$ cat src/rtl/xb_pkg.sv
// Package: shared encodings for the translation buffer.
// Assumes: permission field is two bits wide, read right in bit 0.
package xb_pkg;
    typedef enum logic {
        XB_READ  = 1'b0,
        XB_WRITE = 1'b1
    } xb_access_e;

    localparam int XB_PERM_W  = 2;
    localparam int XB_PERM_RD = 0;
    localparam int XB_PERM_WR = 1;
endpackage

$ cat src/rtl/xb_tag_match.sv
// Module: xb_tag_match
// Compares one page number against every slot tag in parallel and
// produces a match vector, an any-match flag and the encoded index.
// Assumes: at most one valid slot holds a given tag, so OR-encoding
// the matching indices yields the single matching index.
module xb_tag_match #(
    parameter int ENTRIES = 16,
    parameter int VPN_W   = 20,
    localparam int IDX_W  = $clog2(ENTRIES)
) (
    input  logic [ENTRIES-1:0]            valid,
    input  logic [ENTRIES-1:0][VPN_W-1:0] tags,
    input  logic [VPN_W-1:0]              vpn,
    output logic [ENTRIES-1:0]            match,
    output logic                          any,
    output logic [IDX_W-1:0]              idx
);
    // One comparator per slot, gated by the slot's valid bit.
    for (genvar g = 0; g < ENTRIES; g++) begin : g_cmp
        assign match[g] = valid[g] && (tags[g] == vpn);
    end

    assign any = |match;

    // Encode the matching slot number.
    always_comb begin
        idx = '0;
        for (int i = 0; i < ENTRIES; i++) begin
            if (match[i]) idx = idx | IDX_W'(i);
        end
    end
endmodule

$ cat src/rtl/xb_victim.sv
// Module: xb_victim
// Chooses the slot a refill writes. It reuses a slot already holding
// the page, else takes the lowest invalid slot, else the round-robin
// pointer. The pointer moves only when it is the one that was used.
// Assumes: reuse_idx is meaningful whenever reuse is high.
module xb_victim #(
    parameter int ENTRIES = 16,
    localparam int IDX_W  = $clog2(ENTRIES)
) (
    input  logic               clk,
    input  logic               rst_n,
    input  logic [ENTRIES-1:0] valid,
    input  logic               refill,
    input  logic               reuse,
    input  logic [IDX_W-1:0]   reuse_idx,
    output logic [IDX_W-1:0]   victim
);
    logic [IDX_W-1:0] free_idx;
    logic [IDX_W-1:0] rr_ptr;
    logic             all_valid;
    logic             use_ptr;

    assign all_valid = &valid;
    assign use_ptr   = refill && !reuse && all_valid;

    // Priority encoder: lowest-numbered invalid slot.
    always_comb begin
        free_idx = '0;
        for (int i = ENTRIES - 1; i >= 0; i--) begin
            if (!valid[i]) free_idx = IDX_W'(i);
        end
    end

    // Victim selection in priority order.
    always_comb begin
        if (reuse)           victim = reuse_idx;
        else if (!all_valid) victim = free_idx;
        else                 victim = rr_ptr;
    end

    // Round-robin pointer, advanced only when it picked the victim.
    always_ff @(posedge clk) begin
        if (!rst_n) begin
            rr_ptr <= '0;
        end else if (use_ptr) begin
            if (rr_ptr == IDX_W'(ENTRIES - 1)) rr_ptr <= '0;
            else                              rr_ptr <= rr_ptr + 1'b1;
        end
    end

    // A new page never overwrites a live slot while a free one exists.
    assert_victim_free_R6: assert property (@(posedge clk) disable iff (!rst_n)
        (refill && !reuse && !all_valid) |-> !valid[victim]);

    // The pointer stays put unless a full-buffer refill consumed it.
    assert_ptr_hold_R7: assert property (@(posedge clk) disable iff (!rst_n)
        !(refill && !reuse && all_valid) |=> $stable(rr_ptr));
endmodule

$ cat src/rtl/xb_entry_array.sv
// Module: xb_entry_array
// Slot storage: tag, frame, permissions, dirty and use bits, plus the
// valid vector with its invalidate and refill update rules.
// Assumes: victim and inv_hit are computed from the current contents.
module xb_entry_array #(
    parameter int ENTRIES = 16,
    parameter int VPN_W   = 20,
    parameter int PFN_W   = 20,
    localparam int IDX_W  = $clog2(ENTRIES)
) (
    input  logic                                    clk,
    input  logic                                    rst_n,
    input  logic                                    rf_valid,
    input  logic [IDX_W-1:0]                        victim,
    input  logic [VPN_W-1:0]                        rf_vpn,
    input  logic [PFN_W-1:0]                        rf_pfn,
    input  logic [xb_pkg::XB_PERM_W-1:0]            rf_perm,
    input  logic                                    rf_dirty,
    input  logic                                    inv_one,
    input  logic [ENTRIES-1:0]                      inv_hit,
    input  logic                                    inv_all,
    output logic [ENTRIES-1:0]                      valid_q,
    output logic [ENTRIES-1:0]                      use_q,
    output logic [ENTRIES-1:0]                      dirty_q,
    output logic [ENTRIES-1:0][VPN_W-1:0]           tag_q,
    output logic [ENTRIES-1:0][PFN_W-1:0]           pfn_q,
    output logic [ENTRIES-1:0][xb_pkg::XB_PERM_W-1:0] perm_q
);
    logic [ENTRIES-1:0] valid_d;
    logic [ENTRIES-1:0] use_d;

    // Next valid vector: invalidations first, then the refill wins.
    always_comb begin
        valid_d = valid_q;
        if (inv_all)      valid_d = '0;
        else if (inv_one) valid_d = valid_q & ~inv_hit;
        if (rf_valid)     valid_d[victim] = 1'b1;
    end

    // Next use vector: a refill loads the use bit as set.
    always_comb begin
        use_d = use_q;
        if (rf_valid) use_d[victim] = 1'b1;
    end

    // Status registers with synchronous reset.
    always_ff @(posedge clk) begin
        if (!rst_n) begin
            valid_q <= '0;
            use_q   <= '0;
        end else begin
            valid_q <= valid_d;
            use_q   <= use_d;
        end
    end

    // Payload registers, written only by a refill.
    always_ff @(posedge clk) begin
        if (rf_valid) begin
            tag_q[victim]   <= rf_vpn;
            pfn_q[victim]   <= rf_pfn;
            perm_q[victim]  <= rf_perm;
            dirty_q[victim] <= rf_dirty;
        end
    end

    // The refilled slot is live at the next edge, even during a flush.
    assert_refill_live_R6: assert property (@(posedge clk) disable iff (!rst_n)
        rf_valid |=> valid_q[$past(victim)]);

    // A refill leaves the use bit of its slot set.
    assert_refill_use_R5: assert property (@(posedge clk) disable iff (!rst_n)
        rf_valid |=> use_q[$past(victim)]);

    // A flush without refill empties the buffer in one edge.
    assert_flush_R10: assert property (@(posedge clk) disable iff (!rst_n)
        (inv_all && !rf_valid) |=> (valid_q == '0));

    // A single invalidate removes exactly the matching slot.
    assert_inv_one_R9: assert property (@(posedge clk) disable iff (!rst_n)
        (inv_one && !inv_all && !rf_valid) |=>
            (valid_q == ($past(valid_q) & ~$past(inv_hit))));
endmodule

$ cat src/rtl/xlate_buffer.sv
// Module: xlate_buffer (top)
// Fully associative translation buffer with same-cycle lookup, refill
// from external miss handling, and single/all invalidation. It checks
// permissions and the page dirty bit on every lookup.
// Assumes: addresses split as {page number, PAGE_BITS offset}.
module xlate_buffer #(
    parameter int ENTRIES   = 16,
    parameter int VA_W      = 32,
    parameter int PA_W      = 32,
    parameter int PAGE_BITS = 12,
    localparam int VPN_W    = VA_W - PAGE_BITS,
    localparam int PFN_W    = PA_W - PAGE_BITS,
    localparam int IDX_W    = $clog2(ENTRIES)
) (
    input  logic                         clk,
    input  logic                         rst_n,
    input  logic [VA_W-1:0]              lk_vaddr,
    input  logic                         lk_is_write,
    output logic                         lk_hit,
    output logic                         lk_fault,
    output logic                         lk_used,
    output logic [PA_W-1:0]              lk_paddr,
    input  logic                         rf_valid,
    input  logic [VPN_W-1:0]             rf_vpn,
    input  logic [PFN_W-1:0]             rf_pfn,
    input  logic [xb_pkg::XB_PERM_W-1:0] rf_perm,
    input  logic                         rf_dirty,
    input  logic                         inv_one,
    input  logic [VPN_W-1:0]             inv_vpn,
    input  logic                         inv_all
);
    import xb_pkg::*;

    logic [ENTRIES-1:0]                  valid_q, use_q, dirty_q;
    logic [ENTRIES-1:0][VPN_W-1:0]       tag_q;
    logic [ENTRIES-1:0][PFN_W-1:0]       pfn_q;
    logic [ENTRIES-1:0][XB_PERM_W-1:0]   perm_q;

    logic [ENTRIES-1:0] lk_match, rf_match, inv_match;
    logic               lk_any, rf_any, inv_any;
    logic [IDX_W-1:0]   lk_idx, rf_idx, inv_idx;
    logic [IDX_W-1:0]   victim;

    xb_access_e          access;
    logic [XB_PERM_W-1:0] sel_perm;
    logic                 sel_dirty;
    logic                 perm_ok;

    // Three parallel comparator banks: lookup, refill reuse, invalidate.
    xb_tag_match #(.ENTRIES(ENTRIES), .VPN_W(VPN_W)) u_lk_match (
        .valid(valid_q), .tags(tag_q), .vpn(lk_vaddr[VA_W-1:PAGE_BITS]),
        .match(lk_match), .any(lk_any), .idx(lk_idx));

    xb_tag_match #(.ENTRIES(ENTRIES), .VPN_W(VPN_W)) u_rf_match (
        .valid(valid_q), .tags(tag_q), .vpn(rf_vpn),
        .match(rf_match), .any(rf_any), .idx(rf_idx));

    xb_tag_match #(.ENTRIES(ENTRIES), .VPN_W(VPN_W)) u_inv_match (
        .valid(valid_q), .tags(tag_q), .vpn(inv_vpn),
        .match(inv_match), .any(inv_any), .idx(inv_idx));

    xb_victim #(.ENTRIES(ENTRIES)) u_victim (
        .clk(clk), .rst_n(rst_n), .valid(valid_q), .refill(rf_valid),
        .reuse(rf_any), .reuse_idx(rf_idx), .victim(victim));

    xb_entry_array #(.ENTRIES(ENTRIES), .VPN_W(VPN_W), .PFN_W(PFN_W)) u_array (
        .clk(clk), .rst_n(rst_n), .rf_valid(rf_valid), .victim(victim),
        .rf_vpn(rf_vpn), .rf_pfn(rf_pfn), .rf_perm(rf_perm),
        .rf_dirty(rf_dirty), .inv_one(inv_one), .inv_hit(inv_match),
        .inv_all(inv_all), .valid_q(valid_q), .use_q(use_q),
        .dirty_q(dirty_q), .tag_q(tag_q), .pfn_q(pfn_q), .perm_q(perm_q));

    // Select the matching slot's status and judge the access.
    always_comb begin
        access    = xb_access_e'(lk_is_write);
        sel_perm  = perm_q[lk_idx];
        sel_dirty = dirty_q[lk_idx];
        perm_ok   = (access == XB_WRITE) ? sel_perm[XB_PERM_WR]
                                         : sel_perm[XB_PERM_RD];
        lk_fault  = lk_any && !perm_ok;
        lk_hit    = lk_any && perm_ok && ((access == XB_READ) || sel_dirty);
        lk_used   = lk_any && use_q[lk_idx];
    end

    // Physical address: frame on a hit, offset always passed through.
    always_comb begin
        lk_paddr = {{PFN_W{1'b0}}, lk_vaddr[PAGE_BITS-1:0]};
        if (lk_hit) lk_paddr[PA_W-1:PAGE_BITS] = pfn_q[lk_idx];
    end

    // At most one slot ever matches a page number.
    assert_onehot_R8: assert property (@(posedge clk) disable iff (!rst_n)
        $onehot0(lk_match));

    // Hit and fault are mutually exclusive.
    assert_exclusive_R3: assert property (@(posedge clk) disable iff (!rst_n)
        !(lk_hit && lk_fault));

    // Every hit comes from a slot that a refill loaded.
    assert_hit_used_R5: assert property (@(posedge clk) disable iff (!rst_n)
        lk_hit |-> lk_used);

    // A write hit is only possible on a dirty page.
    assert_write_dirty_R4: assert property (@(posedge clk) disable iff (!rst_n)
        (lk_hit && lk_is_write) |-> |(lk_match & dirty_q));

    // Invalidate lookups do not disturb the lookup result path.
    assert_inv_stable_R9: assert property (@(posedge clk) disable iff (!rst_n)
        (inv_one && !inv_any && !inv_all && !rf_valid) |=> $stable(valid_q));
endmodule

$ cat config.mk
export PLATFORM = sky130hd
export DESIGN_NAME = xlate_buffer
export DESIGN_NICKNAME = d
export VERILOG_FILES = /design/src/rtl/xb_pkg.sv /design/src/rtl/xb_tag_match.sv /design/src/rtl/xb_victim.sv /design/src/rtl/xb_entry_array.sv /design/src/rtl/xlate_buffer.sv
export SDC_FILE = /design/constraint.sdc
export NUM_CORES = 2
export LEC_CHECK = 0
export CAP_MARGIN = 5
export CORE_ASPECT_RATIO = 0.9
export CORE_UTILIZATION = 37
export CTS_CLUSTER_SIZE = 40
export DETAILED_ROUTE_END_ITERATION = 8
export SLEW_MARGIN = 20
export SYNTH_ARGS = -nofsm -noshare
export SYNTH_HDL_FRONTEND = slang
export SYNTH_HIERARCHICAL = 1
export SYNTH_SLANG_ARGS = --single-unit
$ cat constraint.sdc
create_clock -name clk -period 8.1 [get_ports clk]
set_clock_uncertainty 0.05 [all_clocks]
set_input_delay 1.62 -clock clk [delete_from_list [all_inputs] [get_ports clk]]
set_output_delay 1.62 -clock clk [all_outputs]
set_load 0.1 [all_outputs]
==> flow_summary.toml <==
[outcome]
run_status = "finished, final reports clean"

[worst_setup_path]
worst-endpoint-required_ns = 6.43
path_cells = "clkdlybuf4s50_1, buf_4, buf_4, xnor2_1, nand3_1, nor4_2, nand4_1, nand2_1, nand4b_1, buf_12, mux2i_1, a22oi_1, a211oi_1, or4_4, buf_4, a2111oi_2, buf_4, buf_12"
cp-start-kind = "input port"
cpPeakStageDelay_ns = 0.64
cp.arrival_ns = 6.21
end_kind = "primary output"
crit_slowest_cell = "or4_4"
worstPathMaxFanout = 25
worst-setup-path-type = "in -> out"
crit_top_cell = "buf_4"

[logic_synthesis]
synth_cells = 2621
synth.net_count = 2723
yosys_warnings = 6
syn-cell-area_sq_um = 38200
synth.avg_cell_area_sq_um = 14.6

[timing]
min_period_ns = 7.88
timing.fmax_ghz = 0.127
tightest_slew_ns = 1.09
setup_viol = 0
slew_headroom = 0.271
rsz0062_at_grt = "false"
hold_viol = 0
maxSlewViolCount = 0
finalCritPeriodShare = 0.972

[route]
drt_iter0_drc = 2390
drtAntennaViolNets = 0
drc_errors = 0
drt-vias-per-instance = 5.62
wl_per_cell_microns = 28.7
dr_total_vias = 23613
drtPass1Iterations = 8
wl_mm = 121

[finish]
drive_gt1_frac = 0.171
stdcell_area_sq_um = 44000
post-route-util = 0.431
syn_to_final_growth_pct = 15.2
final_nets = 2881
n_antenna_cell = 0

[die]
core-area_sq_um = 102000
start_util = 0.374
rows = 111
dieWidth_microns = 341
io_pins = 136
die_area_sq_um = 104000
die_h_microns = 307

[cts]
cts-buffers-inserted = 82
clkTransAtPathRegs_ns = 0.06
post_cts_buffers = 0
clock_tree.root_cell = "clkbuf_16"
h-tree-depth = 3
cts_tree = "yes"
cts_hold_buffers = 0
cts.sinks = 724
cts_buffer_depth = 3
clk_latency_ns = 0.69

[global_routing]
grt_overflow = 0
grt_pass1_vias = 23901
antenna_found_initial = 2
grt_use_total = 0.228
grt_start_max_net_pins = 82
grt_pass1_wl_mm = 172

[place]
hpwl_mm = 75.0
placed_area_sq_um = 41200
routabilityCongestion = 0.900
portBuffers = 111

[worst_hold_path]
hold_path.class = "reg -> reg"

[pwr]
ir_drop_mv = 0.140
finalPower_mw = 8.69
power_density_nw_per_um2 = 198
p_leak_nw = 13.4

[run]
cap_violations = 0
==> registers in the layout (all words and copies together), names as in the netlist <==
register         flops
u_array/perm_q      32
u_array/use_q       16
u_array/pfn_q      320
u_array/tag_q      320
u_array/valid_q     16
u_array/dirty_q     16
u_victim/rr_ptr      4
==> cell usage in the layout, fill, tap and decap left out, drive strengths merged, types with 40 or more instances in the layout <==
master	count
buf	191
clkbuf	102
clkdlybuf4s50	66
edfxtp	688
mux2i	40
mux4	87
nand3	55
nand4	176
nor4	126
xnor2	672
xor2	288
==> area by class of cell <==
type	instances	area [sq um]
multi-input cells	1699	15300
clock inverters	47	574
fillers	9027	58100
repair buffers	258	2790
clock buffers	102	2210
flip-flops and latches	724	21400
inverters	14	52.6
well taps	1356	1700
==> through the flow <==
| step | hold slack (ns) | setup TNS, ns | std cells | setup WS (ns) |
|---|---|---|---|---|
| 5_1_grt | 0.417 | 0 | 4200 | 0.00971 |
| 3_3_place_gp | 0.382 | 0 | 4051 | 0.242 |
| 4_1_cts | 0.409 | 0 | 4200 | 0.0799 |
| 6_report | 0.409 | 0 | 4200 | 0.224 |
| 3_5_place_dp | 0.396 | 0 | 4051 | 0.133 |
| 2_1_floorplan | 0.370 | -1.71 | 2621 | -0.853 |
==> report_power, final <==
part | leakage [nW] | internal (mW) | switching [mW]
combinational | 5.51 | 0.265 | 0.447
sequential | 6.51 | 4.13 | 0.0197
clock | 1.35 | 2.24 | 1.59
total | 13.4 | 6.64 | 2.06
==> critical path, delay by kind of cell <==
family / cells / cell delay, ns
AO/OA/AOI/OAI: 3 / 0.63
XOR/XNOR: 1 / 0.14
AND/OR/NAND/NOR: 6 / 1.75
multiplexers: 1 / 0.10
buffers and inverters: 7 / 1.92
==> timing repair <==
| item | CTS | global route |
|---|---|---|
| setup endpoints to repair | 0 | 7 |
| resized for setup | 0 | 2 |
| endpoints found under the hold margin | 0 | 0 |
==> layer usage <==
| metal | up-vias | routed length [microns] | global-route usage | share of wire |
|---|---|---|---|---|
| met1 | 12116 | 49700 | 0.306 | 0.41 |
| met5 | - | 25 | 0 | 0.00021 |
| met4 | 4 | 4580 | 0.0866 | 0.038 |
| met2 | 1164 | 55900 | 0.366 | 0.46 |
| met3 | 292 | 10300 | 0.0438 | 0.085 |
| li1 | 10037 | - | - | - |
==> path summary, 6_finish.rpt <==
kind                                  startpoint                             end  slack (ns)  depth (start not counted)
hold reg to reg   u_array/use_q[15]$_SDFFE_PN0P_  u_array/use_q[15]$_SDFFE_PN0P_        0.41                          2
hold / removal    u_array/use_q[15]$_SDFFE_PN0P_  u_array/use_q[15]$_SDFFE_PN0P_        0.41                          2
setup / recovery                    lk_vaddr[20]                    lk_paddr[15]        0.22                         18
setup reg to reg    u_array/tag_q[256]$_DFFE_PP_     u_array/perm_q[9]$_DFFE_PP_        2.82                         11
Note: power is estimated with default switching activity, not from simulation.
